**src/rtl/pbx_pkg.sv**
```systemverilog
package pbx_pkg;

    typedef enum logic [1:0] {
        MODE_FLOAT = 2'd0,
        MODE_SEND  = 2'd1,
        MODE_RECV  = 2'd2
    } xfer_mode_e;

endpackage

```
**src/rtl/pbx_mode_decode.sv**
```systemverilog
module pbx_mode_decode
    import pbx_pkg::*;
(
    input  logic       dir_send,
    input  logic       oe_n,
    output xfer_mode_e mode
);

    always_comb begin
        if (oe_n)
            mode = MODE_FLOAT;
        else if (dir_send)
            mode = MODE_SEND;
        else
            mode = MODE_RECV;
    end

endmodule

```
**src/rtl/pbx_parity_tree.sv**
```systemverilog
module pbx_parity_tree #(
    parameter int WIDTH = 8
) (
    input  logic [WIDTH-1:0] data,
    output logic             odd_ones
);

    localparam int LEVELS = (WIDTH > 1) ? $clog2(WIDTH) : 0;
    localparam int LEAVES = 1 << LEVELS;
    localparam int NODES  = 2 * LEAVES - 1;

    logic [NODES-1:0] node;

    genvar li;
    generate
        for (li = 0; li < LEAVES; li++) begin : g_leaf
            if (li < WIDTH) begin : g_real
                assign node[LEAVES-1+li] = data[li];
            end else begin : g_pad
                assign node[LEAVES-1+li] = 1'b0;
            end
        end
    endgenerate

    genvar ni;
    generate
        for (ni = 0; ni < LEAVES - 1; ni++) begin : g_inner
            assign node[ni] = node[2*ni+1] ^ node[2*ni+2];
        end
    endgenerate

    assign odd_ones = node[0];

endmodule

```
**src/rtl/pbx_parity_unit.sv**
```systemverilog
module pbx_parity_unit
    import pbx_pkg::*;
#(
    parameter int WIDTH = 8
) (
    input  xfer_mode_e       mode,
    input  logic [WIDTH-1:0] a_in,
    input  logic [WIDTH-1:0] b_in,
    input  logic             par_in,
    input  logic             odd_sel,
    output logic             par_out,
    output logic             par_oe,
    output logic             err_n
);

    logic [WIDTH-1:0] tree_in;
    logic             word_odd;

    always_comb begin
        tree_in = (mode == MODE_SEND) ? a_in : b_in;
    end

    pbx_parity_tree #(.WIDTH(WIDTH)) tree_i (
        .data     (tree_in),
        .odd_ones (word_odd)
    );

    always_comb begin
        par_out = 1'b0;
        par_oe  = 1'b0;
        err_n   = 1'b1;
        unique case (mode)
            MODE_SEND: begin
                par_oe  = 1'b1;
                par_out = word_odd ^ odd_sel;
            end
            MODE_RECV: begin
                err_n = ((word_odd ^ par_in) == odd_sel);
            end
            default: begin
                par_oe = 1'b0;
            end
        endcase
    end

endmodule

```
**src/rtl/parity_bus_xcvr.sv**
```systemverilog
module parity_bus_xcvr
    import pbx_pkg::*;
#(
    parameter int WIDTH = 8
) (
    input  logic             dir_send,
    input  logic             oe_n,
    input  logic             odd_sel,
    input  logic [WIDTH-1:0] a_in,
    output logic [WIDTH-1:0] a_out,
    output logic             a_oe,
    input  logic [WIDTH-1:0] b_in,
    output logic [WIDTH-1:0] b_out,
    output logic             b_oe,
    input  logic             par_in,
    output logic             par_out,
    output logic             par_oe,
    output logic             err_n
);

    xfer_mode_e mode;

    pbx_mode_decode mode_i (
        .dir_send (dir_send),
        .oe_n     (oe_n),
        .mode     (mode)
    );

    always_comb begin
        a_out = '0;
        b_out = '0;
        a_oe  = 1'b0;
        b_oe  = 1'b0;
        unique case (mode)
            MODE_SEND: begin
                b_oe  = 1'b1;
                b_out = a_in;
            end
            MODE_RECV: begin
                a_oe  = 1'b1;
                a_out = b_in;
            end
            default: begin
                a_oe = 1'b0;
            end
        endcase
    end

    pbx_parity_unit #(.WIDTH(WIDTH)) par_i (
        .mode    (mode),
        .a_in    (a_in),
        .b_in    (b_in),
        .par_in  (par_in),
        .odd_sel (odd_sel),
        .par_out (par_out),
        .par_oe  (par_oe),
        .err_n   (err_n)
    );

endmodule

```
**config.mk**
```make
export PLATFORM = sky130hd
export DESIGN_NAME = parity_bus_xcvr
export DESIGN_NICKNAME = d
export VERILOG_FILES = /design/src/rtl/pbx_pkg.sv /design/src/rtl/pbx_mode_decode.sv /design/src/rtl/pbx_parity_tree.sv /design/src/rtl/pbx_parity_unit.sv /design/src/rtl/parity_bus_xcvr.sv
export SDC_FILE = /design/constraint.sdc
export NUM_CORES = 1
export LEC_CHECK = 0
export BUFFER_PORTS_ARGS = -buffer_cell sky130_fd_sc_hd__buf_4
export CAP_MARGIN = 20
export CORE_AREA = 2 2 39 41
export DETAILED_ROUTE_END_ITERATION = 10
export DIE_AREA = 0 0 41 43
export PLACE_DENSITY = 0.71
export SLEW_MARGIN = 5
export SYNTH_ARGS = -nofsm -noshare
export SYNTH_HDL_FRONTEND = slang
export SYNTH_HIERARCHICAL = 1
export SYNTH_SLANG_ARGS = --single-unit
```
**constraint.sdc**
```tcl
create_clock -name vclk -period 3.7
set_input_delay 0.74 -clock vclk [all_inputs]
set_output_delay 0.74 -clock vclk [all_outputs]
set_load 0.02 [all_outputs]
```
[Word level (Yosys, flattened, before mapping)]
Cells that the tools add are included.
Cells by class
  divide/modulo/power cells: 0
  multiply operators: 0
  shift-type cells: 0
  magnitude comparators: 0
  multiplexer cells: 9
  equality and inequality tests: 3
  bitwise logic cells: 9
  add/subtract/negate cells: 0
  reduce and logical (&&, ||, !) cells: 0
Operator list (number)
  $mux 8: 3
  $xor 1x1->1: 9
  $mux 1: 4
  $mux 2: 2
  $eq 2x1->1 const B: 1
  $eq 2x2->1 const B: 1
  $eq 1x1->1: 1
Word-level totals
  bits in writable memories: 0
  memories kept: 0
  input bits: 20
  latch bits: 0
  memory bits (read-only): 0
  register bits: 0
  output and inout port bits: 21

[Logic depth before layout (Yosys ltp)]
  depth after elaboration: 10
  mapped depth: 9
  depth with buffers taken out: 8

[Modules after synthesis]
The synthesis kept the hierarchy.
Modules (own cells, without submodules)
  pbx_parity_unit: area an instance 187.7 µm², times used 1, cells an instance 15, sequential area each 0.0 µm²
  parity_bus_xcvr: area an instance 167.7 µm², times used 1, cells an instance 20, sequential area each 0.0 µm²
  pbx_parity_tree: area an instance 61.3 µm², times used 1, cells an instance 7, sequential area each 0.0 µm²
  pbx_mode_decode: area an instance 17.5 µm², times used 1, cells an instance 2, sequential area each 0.0 µm²

[Worst setup path before layout]
OpenSTA, ideal clock, no wires.
  path kind: input port to output port
  start point: input port dir_send
  end point: output port err_n
  path buffers: 1
  cell stages on the path: 9
  data arrival time: 2.779 ns
  setup slack: 0.181 ns
  data required time: 2.960 ns
  path through: nor2_1 nor2b_4 buf_6 mux2_4 xor2_1 xnor2_1 xnor2_1 xnor2_1 mux2i_1
Between the ends
  longest elaborated chain between the ends: 10
  elaborated cells on any way between the ends: 15
Ends and longest elaborated chain
  from (decl): line parity_bus_xcvr.sv:6  | input logic dir_send,
  $mux 2: line pbx_mode_decode.sv:12  | else if (dir_send)
  $mux 2: line pbx_mode_decode.sv:10  | if (oe_n)
  $eq 2x1->1: line pbx_parity_unit.sv:20  | tree_in = (mode == MODE_SEND) ? a_in : b_in;
  $mux 8: line pbx_parity_unit.sv:20
  via par_i.tree_in[3]: line pbx_parity_unit.sv:16  | logic [WIDTH-1:0] tree_in;
  $xor 1x1->1 (3 in a row): line pbx_parity_tree.sv:28  | assign node[ni] = node[2*ni+1] ^ node[2*ni+2];
  via par_i.word_odd: line pbx_parity_unit.sv:17  | logic word_odd;
  $xor 1x1->1: line pbx_parity_unit.sv:38  | err_n = ((word_odd ^ par_in) == odd_sel);
  $eq 1x1->1: line pbx_parity_unit.sv:38
  $mux 1: line pbx_parity_unit.sv:32  | unique case (mode)
  to (decl): line parity_bus_xcvr.sv:18  | output logic err_n
The timed path passes the listed nets, and every way through them passes these cells.

[Final worst setup path]
  start point: input port oe_n
  end point: output port err_n
Between the ends
  longest elaborated chain between the ends: 9
  elaborated cells on any way between the ends: 14
Ends and longest elaborated chain
  from (decl): line parity_bus_xcvr.sv:7  | input logic oe_n,
  $mux 2: line pbx_mode_decode.sv:10
  via mode[0]: line parity_bus_xcvr.sv:21  | xfer_mode_e mode;
  $eq 2x1->1: line pbx_parity_unit.sv:20
  $mux 8: line pbx_parity_unit.sv:20
  via par_i.tree_in[3]: line pbx_parity_unit.sv:16
  $xor 1x1->1 (3 in a row): line pbx_parity_tree.sv:28
  via par_i.word_odd: line pbx_parity_unit.sv:17
  $xor 1x1->1: line pbx_parity_unit.sv:38
  $eq 1x1->1: line pbx_parity_unit.sv:38
  $mux 1: line pbx_parity_unit.sv:32
The timed path passes the listed nets, and every way through them passes these cells.

==> results_dict.tcl <==
set metrics [dict create \
    area.growth.synth_to_final_pct 72.91 \
    fp.coreArea_sq_um 1384 \
    grt_pass1_wl_um 1738 \
    global_route.overflow_total 0 \
    wire_per_inst_um 11.04 \
    main_combinational_cell_family_by_area_after_synthesis "simple AND/OR/NAND/NOR gates" \
    count_of_cells_resized_by_post_cts_repair 0 \
    num_antenna_cells 0 \
    cts.hold.buffers_added 0 \
    maximum_number_of_pins_on_one_net_before_global_route_repair 21 \
    status "finished, final reports clean" \
    design.die.area_sq_um 1763 \
    synth.mux.area_fraction_pct 29.97 \
    worst_slew_margin_rel_pct 76.35 \
    critical_path.n_buffers_inverters 2 \
    critical_path_rt_ns 2.96 \
    post-route-period-util_pct 94.25 \
    holdPathStages 3 \
    area.sequential_sq_um 0 \
    synth.cell_area_sq_um 434.2 \
    multiInputGateArea_sq_um 407.9 \
    gpl.final_weighted_congestion 0.6024 \
    drive_above_1_share_pct 64.29 \
    vert_die_dim_um 43 \
    synth_unique_cells 12 \
    std_cell_rows 14 \
    first_global_vias 396 \
    actual_transition_at_the_worst_max_transition_pin_ns 0.3540 \
    number_of_antenna_violations_at_the_first_check_in_global_routing 0 \
    slowest_delay_ns 0.36 \
    finalSetupViolations 0 \
    hold_path_startpoint "a_in[4]" \
    power.ir.vdd_worst_mv 0.07989 \
    simple_gate_share_of_the_synthesized_area_pct 47.84 \
    synth_compound_gate_area_share_pct 0 \
    vias 452 \
    floorplan.initialDensity_pct 31.37 \
    layout_min_cycle_time_ns 3.487 \
    unrepaired_setup_endpoints_after_global_routing "no" \
    crit_chain "buf_4 -> nor2b_4 -> nor2b_4 -> mux2_4 -> xor2_1 -> xnor2_1 -> xnor2_1 -> xnor2_1 -> mux2i_1 -> buf_4" \
    numPortBuffers 41 \
    yosys_warnings 6 \
    viasPerCell 4.520 \
    startpoint_type "input port" \
    synth.yosys.seq_area_share_pct 0 \
    clkbuf_count 0 \
    detail_route.drc_violations 0 \
    post_cts_buffers 0 \
    setup-tns-final_ns 0 \
    max_freq_ghz 0.2868 \
    post_synth_xor_area_fraction_pct 16.14 \
    fraction_of_the_mapped_netlist_area_in_adder_cells_pct 0 \
    ant_nets 0 \
    timing_max_transition_violations_final 0 \
    postLayoutCoreUtil_pct 54.25 \
    crit_slowest_cell "sky130_fd_sc_hd__nor2b_4" \
    worst-path-max-fanout 10 \
    pd_cells_nw_per_um2 155.8 \
    io-pin-count 41 \
    endpoint_kind "output port" \
    setup.worst_path.class "input port to output port" \
    report.final.hold_viol_count 0 \
    dr.pass1.iters 1 \
    post_synthesis_cell_count 44 \
    detail_route.wirelength_um 1104 \
    avgSynthCellArea_sq_um 9.867 \
    drt_first_iter_violations 0 \
    worst-endpoint-arrival_ns 2.75 \
    nNetsFinal 106 \
    critical_path.startpoint "oe_n" \
    leakage_nw 0.4359 \
    numSequentialCells 0 \
    fp.dieW_um 41 \
    drv_cap 0 \
    classification_of_the_worst_slack_hold_path "input port to output port" \
    fin_total_pwr_uw 117.0 \
    nFillCells 128 \
    grtUsageTotal_pct 12.89 \
    crit_path_frequent_cell "sky130_fd_sc_hd__xnor2_1" \
    synth_fp_nets 64 \
    worst-path-stages 10 \
    cpLargestDelayFamily "XOR/XNOR gates" \
]
## routing by layer
layer	part of all wire, %	GRT usage (%)	wire length (um)	up-vias
met2	43	20.63	479	21
li1	-	-	-	236
met1	45	19.62	501	195
met3	11	0.5236	122	0
met4	0	0	0	0
met5	0	0	0	-
## report_power, final
group          switching [mW]  internal (mW)
Sequential                  0              0
Combinational          0.0504         0.0666
Clock                       0              0
## cells in the mapped netlist
cell / count / area, sq um
sky130_fd_sc_hd__nor2_1: 1 / 3.750
sky130_fd_sc_hd__and3b_2: 1 / 10.01
sky130_fd_sc_hd__xnor2_1: 7 / 61.31
sky130_fd_sc_hd__nor2b_1: 3 / 18.77
sky130_fd_sc_hd__xor2_1: 1 / 8.760
sky130_fd_sc_hd__nor2b_4: 2 / 27.53
sky130_fd_sc_hd__nor3b_1: 1 / 7.510
sky130_fd_sc_hd__buf_4: 2 / 15.01
sky130_fd_sc_hd__mux2_4: 8 / 120.1
sky130_fd_sc_hd__mux2i_1: 1 / 10.01
sky130_fd_sc_hd__buf_6: 1 / 11.26
sky130_fd_sc_hd__and3b_1: 16 / 140.1
## cells by family (layout without fill, tap and decap cells)
family / Yosys count / after routing
buf+inv: 3 / 43
mux: 9 / 9
xor+xnor: 8 / 8
simple gates: 24 / 24
## cell type report
type                            count  area share, %
Multi-Input combinational cell     41          54.33
Tap cell                           16          2.667
Timing Repair Buffer               43          43.00
## layout by cell type, fill, tap and decap left out, drive strengths merged
master   n
mux2     8
and3b   17
nor2     1
xor2     1
mux2i    1
nor3b    1
buf     43
nor2b    5
xnor2    7
## path summary, 6_finish.rpt
kind | end | slack [ns]
setup / recovery | err_n | 0.21
hold / removal | b_out[4] | 1.83
## metrics by stage
step | hold slack [ns] | setup WS, ns | instance area (sq um) | std cells
after floorplan | 1.691 | 0.1813 | 434.2 | 44
after global placement | 1.835 | 0.2045 | 750.7 | 100
after detailed placement | 1.833 | 0.1987 | 750.7 | 100
after CTS | 1.833 | 0.1940 | 750.7 | 100
after global routing | 1.848 | 0.01071 | 750.7 | 100
final | 1.833 | 0.2129 | 750.7 | 100
No activity file was read; power rests on OpenSTA's default activity.
